==> src/rtl/sweep_pkg.sv <==
package sweep_pkg;
   localparam int SEL_W       = 3;
   localparam int N_DATA_REGS = 6;

   typedef enum logic [SEL_W-1:0] {
      SEL_FLOOR    = 3'd0,
      SEL_CEIL     = 3'd1,
      SEL_JMP_LO   = 3'd2,
      SEL_JMP_HI   = 3'd3,
      SEL_INC_UP   = 3'd4,
      SEL_INC_DN   = 3'd5,
      SEL_DWELL    = 3'd6,
      SEL_CONTROL  = 3'd7
   } sweep_sel_e;

   localparam int CTL_W      = 3;
   localparam int CTL_SKIP   = 0;
   localparam int CTL_PRESET = 1;
   localparam int CTL_RELOAD = 2;
endpackage

==> src/rtl/sweep_tick_gen.sv <==
module sweep_tick_gen #(
   parameter int DIV = 24
) (
   input  logic clk,
   input  logic rst_n,
   output logic tick
);
   localparam int CW = (DIV > 1) ? $clog2(DIV) : 1;

   logic [CW-1:0] cnt_q;

   generate
      if ((1 << CW) == DIV) begin : g_pow2
         always_ff @(posedge clk or negedge rst_n) begin
            if (!rst_n) cnt_q <= '0;
            else        cnt_q <= cnt_q + CW'(1);
         end
         assign tick = &cnt_q;
      end else begin : g_mod
         always_ff @(posedge clk or negedge rst_n) begin
            if (!rst_n)                     cnt_q <= '0;
            else if (cnt_q == CW'(DIV - 1)) cnt_q <= '0;
            else                            cnt_q <= cnt_q + CW'(1);
         end
         assign tick = (cnt_q == CW'(DIV - 1));
      end
   endgenerate
endmodule

==> src/rtl/sweep_step_timer.sv <==
module sweep_step_timer #(
   parameter int TW = 16
) (
   input  logic          clk,
   input  logic          rst_n,
   input  logic          tick,
   input  logic          dir,
   input  logic [TW-1:0] dwell_up,
   input  logic [TW-1:0] dwell_dn,
   input  logic          preset,
   input  logic [TW-1:0] preset_up,
   input  logic [TW-1:0] preset_dn,
   output logic          fire,
   output logic [TW-1:0] count
);
   function automatic logic [TW-1:0] eff(input logic [TW-1:0] v);
      return (v == '0) ? TW'(1) : v;
   endfunction

   logic [TW-1:0] cnt_q;
   logic          expire;

   assign expire = (cnt_q <= TW'(1));
   assign fire   = tick & expire;
   assign count  = cnt_q;

   always_ff @(posedge clk or negedge rst_n) begin
      if (!rst_n)      cnt_q <= '0;
      else if (preset) cnt_q <= eff(dir ? preset_up : preset_dn);
      else if (tick) begin
         if (expire) cnt_q <= eff(dir ? dwell_up : dwell_dn);
         else        cnt_q <= cnt_q - TW'(1);
      end
   end
endmodule

==> src/rtl/sweep_next_calc.sv <==
module sweep_next_calc #(
   parameter int W = 32
) (
   input  logic [W-1:0] word,
   input  logic         dir,
   input  logic         skip_on,
   input  logic [W-1:0] floor_v,
   input  logic [W-1:0] ceil_v,
   input  logic [W-1:0] jmp_lo,
   input  logic [W-1:0] jmp_hi,
   input  logic [W-1:0] inc_up,
   input  logic [W-1:0] inc_dn,
   output logic [W-1:0] next_word
);
   logic         band_ok, in_up_band, in_dn_band;
   logic [W:0]   sum_ext, dif_ext, up_cand;
   logic [W-1:0] dn_cand;
   logic         dn_under;

   assign band_ok    = skip_on & (jmp_lo < jmp_hi);
   assign in_up_band = band_ok & (word >= jmp_lo) & (word < jmp_hi);
   assign in_dn_band = band_ok & (word > jmp_lo) & (word <= jmp_hi);
   assign sum_ext    = {1'b0, word} + {1'b0, inc_up};
   assign dif_ext    = {1'b0, word} - {1'b0, inc_dn};

   always_comb begin
      up_cand  = in_up_band ? {1'b0, jmp_hi} : sum_ext;
      dn_cand  = in_dn_band ? jmp_lo : dif_ext[W-1:0];
      dn_under = in_dn_band ? 1'b0 : dif_ext[W];
      if (dir) next_word = (up_cand >= {1'b0, ceil_v}) ? ceil_v : up_cand[W-1:0];
      else     next_word = (dn_under || dn_cand <= floor_v) ? floor_v : dn_cand;
   end
endmodule

==> src/rtl/sweep_gen.sv <==
module sweep_gen
   import sweep_pkg::*;
#(
   parameter int W        = 32,
   parameter int TW       = 16,
   parameter int SYNC_DIV = 24,
   parameter bit HAS_SKIP = 1'b1
) (
   input  logic             clk,
   input  logic             rst_n,
   input  logic             wr_en,
   input  logic [SEL_W-1:0] wr_sel,
   input  logic [W-1:0]     wr_data,
   input  logic             update,
   input  logic             dir_in,
   output logic [W-1:0]     ftw,
   output logic             at_upper,
   output logic             at_lower
);
   localparam int DWW = 2 * TW;

   generate
      if (W < 8)         begin : g_bad_w   $error("W must be at least 8");            end
      if (TW < 1)        begin : g_bad_tw  $error("TW must be at least 1");           end
      if (DWW > W)       begin : g_bad_dw  $error("two dwell fields must fit in W");  end
      if (SYNC_DIV < 2)  begin : g_bad_div $error("SYNC_DIV must be at least 2");     end
   endgenerate

   logic [W-1:0]     sh_data  [N_DATA_REGS];
   logic [W-1:0]     act_data [N_DATA_REGS];
   logic [DWW-1:0]   sh_dwell, act_dwell;
   logic [CTL_W-1:0] sh_ctl, act_ctl;
   logic [W-1:0]     word_q, nxt_word;
   logic             tick, fire;
   logic [TW-1:0]    tmr_cnt;
   logic             skip_on, preset_now;

   always_ff @(posedge clk or negedge rst_n) begin
      if (!rst_n) begin
         for (int i = 0; i < N_DATA_REGS; i++) sh_data[i] <= '0;
         sh_dwell <= '0;
         sh_ctl   <= '0;
      end else if (wr_en) begin
         for (int i = 0; i < N_DATA_REGS; i++)
            if (wr_sel == SEL_W'(i)) sh_data[i] <= wr_data;
         if (wr_sel == SEL_DWELL)   sh_dwell <= wr_data[DWW-1:0];
         if (wr_sel == SEL_CONTROL) sh_ctl   <= wr_data[CTL_W-1:0];
      end
   end

   always_ff @(posedge clk or negedge rst_n) begin
      if (!rst_n) begin
         for (int i = 0; i < N_DATA_REGS; i++) act_data[i] <= '0;
         act_dwell <= '0;
         act_ctl   <= '0;
      end else if (update) begin
         for (int i = 0; i < N_DATA_REGS; i++) act_data[i] <= sh_data[i];
         act_dwell <= sh_dwell;
         act_ctl   <= sh_ctl;
      end
   end

   sweep_tick_gen #(.DIV(SYNC_DIV)) u_tick (
      .clk  (clk),
      .rst_n(rst_n),
      .tick (tick)
   );

   assign preset_now = update & sh_ctl[CTL_PRESET];

   sweep_step_timer #(.TW(TW)) u_timer (
      .clk      (clk),
      .rst_n    (rst_n),
      .tick     (tick),
      .dir      (dir_in),
      .dwell_up (act_dwell[TW-1:0]),
      .dwell_dn (act_dwell[DWW-1:TW]),
      .preset   (preset_now),
      .preset_up(sh_dwell[TW-1:0]),
      .preset_dn(sh_dwell[DWW-1:TW]),
      .fire     (fire),
      .count    (tmr_cnt)
   );

   assign skip_on = HAS_SKIP & act_ctl[CTL_SKIP];

   sweep_next_calc #(.W(W)) u_calc (
      .word     (word_q),
      .dir      (dir_in),
      .skip_on  (skip_on),
      .floor_v  (act_data[SEL_FLOOR]),
      .ceil_v   (act_data[SEL_CEIL]),
      .jmp_lo   (act_data[SEL_JMP_LO]),
      .jmp_hi   (act_data[SEL_JMP_HI]),
      .inc_up   (act_data[SEL_INC_UP]),
      .inc_dn   (act_data[SEL_INC_DN]),
      .next_word(nxt_word)
   );

   always_ff @(posedge clk or negedge rst_n) begin
      if (!rst_n)                                word_q <= '0;
      else if (update && sh_ctl[CTL_RELOAD])     word_q <= sh_data[SEL_FLOOR];
      else if (fire && !update)                  word_q <= nxt_word;
   end

   assign ftw      = word_q;
   assign at_upper = (word_q == act_data[SEL_CEIL]);
   assign at_lower = (word_q == act_data[SEL_FLOOR]);
endmodule

==> config.mk <==
export PLATFORM = sky130hd
export DESIGN_NAME = sweep_gen
export DESIGN_NICKNAME = d
export VERILOG_FILES = /design/src/rtl/sweep_pkg.sv /design/src/rtl/sweep_tick_gen.sv /design/src/rtl/sweep_step_timer.sv /design/src/rtl/sweep_next_calc.sv /design/src/rtl/sweep_gen.sv
export SDC_FILE = /design/constraint.sdc
export NUM_CORES = 1
export LEC_CHECK = 0
export ABC_AREA = 0
export BUFFER_PORTS_ARGS = -buffer_cell sky130_fd_sc_hd__buf_2
export CAP_MARGIN = 20
export CORE_ASPECT_RATIO = 1.4
export CORE_MARGIN = 3
export CORE_UTILIZATION = 36
export CTS_CLUSTER_DIAMETER = 60
export DETAILED_ROUTE_END_ITERATION = 8
export REMOVE_ABC_BUFFERS = 1
export SLEW_MARGIN = 20
export SYNTH_ARGS = -nofsm -noshare
export SYNTH_HDL_FRONTEND = slang
export SYNTH_HIERARCHICAL = 1
export SYNTH_SLANG_ARGS = --single-unit
==> constraint.sdc <==
create_clock -name clk -period 9.2 [get_ports clk]
set_input_delay 0.46 -clock clk [delete_from_list [all_inputs] [get_ports clk]]
set_output_delay 0.46 -clock clk [all_outputs]
set_load 0.01 [all_outputs]
==> report_table.html <==
<table>
<tr><th>Metric</th><th>Value</th></tr>
<tr><th colspan="2">Critical path</th></tr>
<tr><td>Endpoint arrival time on the critical path</td><td>7.93 ns</td></tr>
<tr><td>Crit path largest cell delay</td><td>0.74 ns</td></tr>
<tr><td>Worst reg2reg startpoint</td><td>ftw[27]</td></tr>
<tr><td>Crit path to</td><td>ftw[12]</td></tr>
<tr><td>Number of buffer and inverter stages on the critical path</td><td>2</td></tr>
<tr><td>Cell type of the slowest stage on the worst timing path</td><td>sky130_fd_sc_hd__nor4_1</td></tr>
<tr><td>Number of logic stages on the critical path including buffering</td><td>24</td></tr>
<tr><td>Worst r2r path cells</td><td>24</td></tr>
<tr><td>Critical path class</td><td>reg2reg</td></tr>
<tr><td>Worst setup path start</td><td>ftw[27]</td></tr>
<tr><td>Startpoint class of the critical path</td><td>register</td></tr>
<tr><td>Delay-heaviest family, CP</td><td>compound AO/OA/AOI/OAI gates</td></tr>
<tr><td>Crit path top cell by count</td><td>sky130_fd_sc_hd__o21ai_0</td></tr>
<tr><td>CP endpoint kind</td><td>register</td></tr>
<tr><td>Largest fanout on the critical path</td><td>32</td></tr>
<tr><td>Worst reg2reg setup slack</td><td>1.73 ns</td></tr>
<tr><td>Crit Reg-Reg Endpoint</td><td>ftw[12]</td></tr>
<tr><td>CP cell instances</td><td>ha_1, nand4_1, nor4_1, o31a_1, nor2b_1, a211o_1, nor2_4, buf_4, o21ai_0, ha_1, a21o_1, a21o_1, a21oi_1, nor2_1, a2111oi_0, o221ai_1, a21oi_1, a41oi_1, o21ai_4, buf_4, mux2i_1, o21ai_0, mux2i_1, o21ai_0</td></tr>
<tr><td>Required time reported for the critical path endpoint</td><td>9.66 ns</td></tr>
<tr><th colspan="2">Floorplanning</th></tr>
<tr><td>Boundary Pins</td><td>74</td></tr>
<tr><td>Horiz. Die Dim</td><td>250 um</td></tr>
<tr><td>Initial Utilization</td><td>36.5%</td></tr>
<tr><td>Core Footprint</td><td>81900 um2</td></tr>
<tr><td>Vertical extent of the die</td><td>347 um</td></tr>
<tr><td>Placement Rows</td><td>124</td></tr>
<tr><td>Die Footprint</td><td>86600 um2</td></tr>
<tr><th colspan="2">Global routing</th></tr>
<tr><td>Met1 usage</td><td>24.2%</td></tr>
<tr><td>Global route overflow</td><td>0</td></tr>
<tr><td>Vias in the first global route</td><td>21600</td></tr>
<tr><td>Most Crowded Layer GR</td><td>met2</td></tr>
<tr><td>GR met3 Demand/Resource</td><td>2.57%</td></tr>
<tr><td>Antenna violations before repair</td><td>4</td></tr>
<tr><td>Aggregate global-route resource usage</td><td>21.0%</td></tr>
<tr><td>Maximum number of pins on one net before global-route repair</td><td>163</td></tr>
<tr><td>First-pass GRT wire length</td><td>138000 um</td></tr>
<tr><td>GR Util met2</td><td>38.3%</td></tr>
<tr><th colspan="2">Placement</th></tr>
<tr><td>Pre-CTS worst setup slack</td><td>1.88 ns</td></tr>
<tr><td>Placed wire-length estimate after detailed placement</td><td>67600 um</td></tr>
<tr><td>Placed standard-cell area</td><td>31300 um2</td></tr>
<tr><td>Final estimated routing congestion in global placement</td><td>0.939</td></tr>
<tr><td>Total of buffers placed on input and output ports</td><td>73</td></tr>
<tr><th colspan="2">Clocking</th></tr>
<tr><td>Inserted Clock Buffers</td><td>54</td></tr>
<tr><td>Number of buffers on the longest clock path</td><td>3</td></tr>
<tr><td>Post-CTS repair timing setup buffer count</td><td>0</td></tr>
<tr><td>Total number of H-tree levels</td><td>2</td></tr>
<tr><td>Clock tree from TritonCTS</td><td>yes</td></tr>
<tr><td>Clock-pin slew reported for the worst setup and hold paths after clock tree synthesis</td><td>0.06 ns</td></tr>
<tr><td>Cell chosen for the clock root</td><td>sky130_fd_sc_hd__clkbuf_16</td></tr>
<tr><td>Number of sinks on the clock net</td><td>505</td></tr>
<tr><td>Clock latency reported for the late side of the worst-skew pair</td><td>0.64 ns</td></tr>
<tr><th colspan="2">Power</th></tr>
<tr><td>Power density cells</td><td>364 nW/um2</td></tr>
<tr><td>Switching part of the total power</td><td>44.3%</td></tr>
<tr><td>Pwr Total</td><td>12.1 mW</td></tr>
<tr><td>Clock power share</td><td>18.8%</td></tr>
<tr><td>Cell-internal power</td><td>6.73 mW</td></tr>
<tr><td>Static Leakage</td><td>15.3 nW</td></tr>
<tr><td>Register share of total power</td><td>29.1%</td></tr>
<tr><td>Proportion of power drawn by combinational gates</td><td>52.1%</td></tr>
<tr><td>Max IR drop VDD</td><td>0.175 mV</td></tr>
<tr><td>Net switching power figure</td><td>5.34 mW</td></tr>
<tr><th colspan="2">Drt</th></tr>
<tr><td>Iteration-0 DRC Markers</td><td>1340</td></tr>
<tr><td>Routed length per placed instance</td><td>23.8 um</td></tr>
<tr><td>Total via count after detailed routing</td><td>21200</td></tr>
<tr><td>Number of search-and-repair iterations in the first detailed-routing pass</td><td>5</td></tr>
<tr><td>Wire length reported by the detailed router</td><td>92200 um</td></tr>
<tr><td>Post-DR vias/cell</td><td>5.48</td></tr>
<tr><td>DR DRC count</td><td>0</td></tr>
<tr><td>Count of nets left with antenna violations after detail routing</td><td>0</td></tr>
<tr><th colspan="2">Final layout</th></tr>
<tr><td>Final net count</td><td>3022</td></tr>
<tr><td>Area Overhead vs Synth</td><td>10.9%</td></tr>
<tr><td>Post-layout instance area</td><td>33200 um2</td></tr>
<tr><td>Storage element area</td><td>12600 um2</td></tr>
<tr><td>Highest-count cells in the layout ignoring fill and taps</td><td>sky130_fd_sc_hd__dfrtp_1 (505), sky130_fd_sc_hd__mux2_2 (469), sky130_fd_sc_hd__ha_1 (226), sky130_fd_sc_hd__inv_1 (176), sky130_fd_sc_hd__nand2_1 (151)</td></tr>
<tr><td>Most common cell after layout, fill and taps aside</td><td>sky130_fd_sc_hd__dfrtp_1</td></tr>
<tr><td>Fillcell total</td><td>7970</td></tr>
<tr><td>Ratio of cells with drive above 1 in the final layout</td><td>25.1%</td></tr>
<tr><td>Multi-input combinational cell area</td><td>16000 um2</td></tr>
<tr><th colspan="2">Timing</th></tr>
<tr><td>Slew margin rel.</td><td>18.3%</td></tr>
<tr><td>Worst hold slack</td><td>0.167 ns</td></tr>
<tr><td>Period utilization</td><td>81.2%</td></tr>
<tr><td>Total setup violations reported at the end of the flow</td><td>0</td></tr>
<tr><td>Setup tns final</td><td>0 ns</td></tr>
<tr><td>Final worst clock skew</td><td>0.0394 ns</td></tr>
<tr><td>Final count of hold timing violations</td><td>0</td></tr>
<tr><td>F_max</td><td>134 MHz</td></tr>
<tr><td>Crit path setup slack, layout</td><td>1.73 ns</td></tr>
<tr><td>Final critical delay including setup and external delays</td><td>7.47 ns</td></tr>
<tr><td>Number of pins with negative max-slew slack in the final report</td><td>0</td></tr>
<tr><td>Unrepaired setup endpoints after global routing</td><td>false</td></tr>
<tr><td>Transition time of the tightest slew-check pin</td><td>1.22 ns</td></tr>
<tr><th colspan="2">Synth</th></tr>
<tr><td>Syn Std Cell Area</td><td>29900 um2</td></tr>
<tr><td>Sequential share of the synthesized area</td><td>42.3%</td></tr>
<tr><td>Flops &amp; latches, synth</td><td>505</td></tr>
<tr><td>Total of warnings raised by yosys</td><td>6</td></tr>
<tr><td>Top_reg_cell synth</td><td>sky130_fd_sc_hd__dfrtp_1</td></tr>
<tr><td>Proportion of synthesized flip-flops having asynchronous set or reset</td><td>100%</td></tr>
<tr><td>Yosys cell types</td><td>93</td></tr>
<tr><td>Main area contributors after synthesis</td><td>sky130_fd_sc_hd__dfrtp_1 (42%), sky130_fd_sc_hd__mux2_2 (18%), sky130_fd_sc_hd__ha_1 (9.5%)</td></tr>
<tr><td>EDFF count, synth</td><td>0</td></tr>
<tr><td>Synthesized instance count</td><td>2702</td></tr>
<tr><td>Avg Synthesized Cell Area</td><td>11.1 um2</td></tr>
<tr><td>Proportion of netlist area held by the largest area contributor</td><td>42.3%</td></tr>
<tr><td>Dominant cell type by area after synthesis</td><td>sky130_fd_sc_hd__dfrtp_1</td></tr>
<tr><th colspan="2">Worst hold path</th></tr>
<tr><td>Class of the most critical hold timing path</td><td>in2reg</td></tr>
<tr><th colspan="2">Job</th></tr>
<tr><td>Number of max-cap violations</td><td>0</td></tr>
<tr><th colspan="2">Status</th></tr>
<tr><td>Outcome</td><td>finished clean</td></tr>
</table>
[metal layers]
metal	up-vias	share of wire (%)
met5	-	0
met4	0	5.5
met3	189	3.7
met2	466	51
met1	10700	39
li1	9850	-
[worst min path at each step]
stage | cells after the start | end | from | slack, ns
2_1_floorplan | 0 | act_ctl[0] | rst_n | 0.16
3_3_place_gp | 1 | sh_data[100] | sh_data[100] | 0.46
3_5_place_dp | 1 | sh_data[132] | sh_data[132] | 0.47
4_1_cts | 2 | sh_data[99] | wr_data[3] | 0.13
5_1_grt | 2 | sh_data[101] | wr_data[5] | 0.17
6_report | 2 | sh_data[99] | wr_data[3] | 0.17
[Yosys cell counts (8+ instances only)]
master	number
sky130_fd_sc_hd__mux2i_1	89
sky130_fd_sc_hd__o21ai_0	130
sky130_fd_sc_hd__o21ai_1	14
sky130_fd_sc_hd__nand2b_1	15
sky130_fd_sc_hd__buf_2	51
sky130_fd_sc_hd__o21bai_1	8
sky130_fd_sc_hd__nand4_1	36
sky130_fd_sc_hd__buf_6	10
sky130_fd_sc_hd__xnor2_1	31
sky130_fd_sc_hd__a21oi_1	133
sky130_fd_sc_hd__a21o_1	48
sky130_fd_sc_hd__nor4_1	36
sky130_fd_sc_hd__o211ai_1	20
sky130_fd_sc_hd__o21a_1	18
sky130_fd_sc_hd__nor2_1	115
sky130_fd_sc_hd__xor2_1	97
sky130_fd_sc_hd__nand2_1	152
sky130_fd_sc_hd__nor2b_1	25
sky130_fd_sc_hd__nor3_1	14
sky130_fd_sc_hd__dfrtp_1	505
sky130_fd_sc_hd__ha_1	226
sky130_fd_sc_hd__inv_1	176
sky130_fd_sc_hd__clkbuf_1	25
sky130_fd_sc_hd__buf_4	14
sky130_fd_sc_hd__a31oi_1	11
sky130_fd_sc_hd__a211oi_1	22
sky130_fd_sc_hd__a211o_1	15
sky130_fd_sc_hd__mux2_2	469
sky130_fd_sc_hd__nand3_1	30
sky130_fd_sc_hd__o31ai_1	14
[area by class of cell]
cell class | instances | share of cell area, %
multi-input cells | 1917 | 48.4
flip-flops and latches | 505 | 38.1
clock buffers | 69 | 4.52
well taps | 1071 | 4.04
inverters | 176 | 1.99
repair buffers | 100 | 1.86
clock inverters | 33 | 1.08
diodes | 4 | 0.0302
[cells by family after synthesis]
| group | share of synthesized area [%] |
|---|---|
| flip-flops | 42.3 |
| XOR/XNOR | 3.75 |
| buffers and inverters | 4.21 |
| multiplexers | 21.0 |
| AND/OR/NAND/NOR | 8.59 |
| AO/OA/AOI/OAI | 10.6 |
| adder cells (fa/ha/maj) | 9.59 |
[power groups by stage]
stage | clock [mW] | combinational (mW) | sequential [mW]
floorplan | 0 | 4.39 | 3.26
global placement | 0 | 6.15 | 3.54
detailed placement | 0 | 6.16 | 3.55
CTS | 2.33 | 6.21 | 3.52
global route | 2.41 | 6.88 | 3.59
finish | 2.28 | 6.28 | 3.51
[flip-flops by register name, indices dropped and copies added, names as in the netlist]
register       flops
u_tick/cnt_q       5
sh_data          192
u_timer/count     16
act_ctl            1
sh_ctl             3
sh_dwell          32
act_dwell         32
act_data         192
ftw               32
[per-stage QoR]
stage / util, % / instances
global placement: 38.2 / 3768
detailed placement: 38.2 / 3768
floorplan: - / 2598
global route: 40.5 / 3871
finish: 40.5 / 3875
CTS: 40.5 / 3871
[timing repair]
action | CTS | global route
gates resized for setup | 0 | 0
endpoints found under the hold margin | 86 | 0
hold buffers | 1 | 0
No activity file was read; power rests on OpenSTA's default activity.
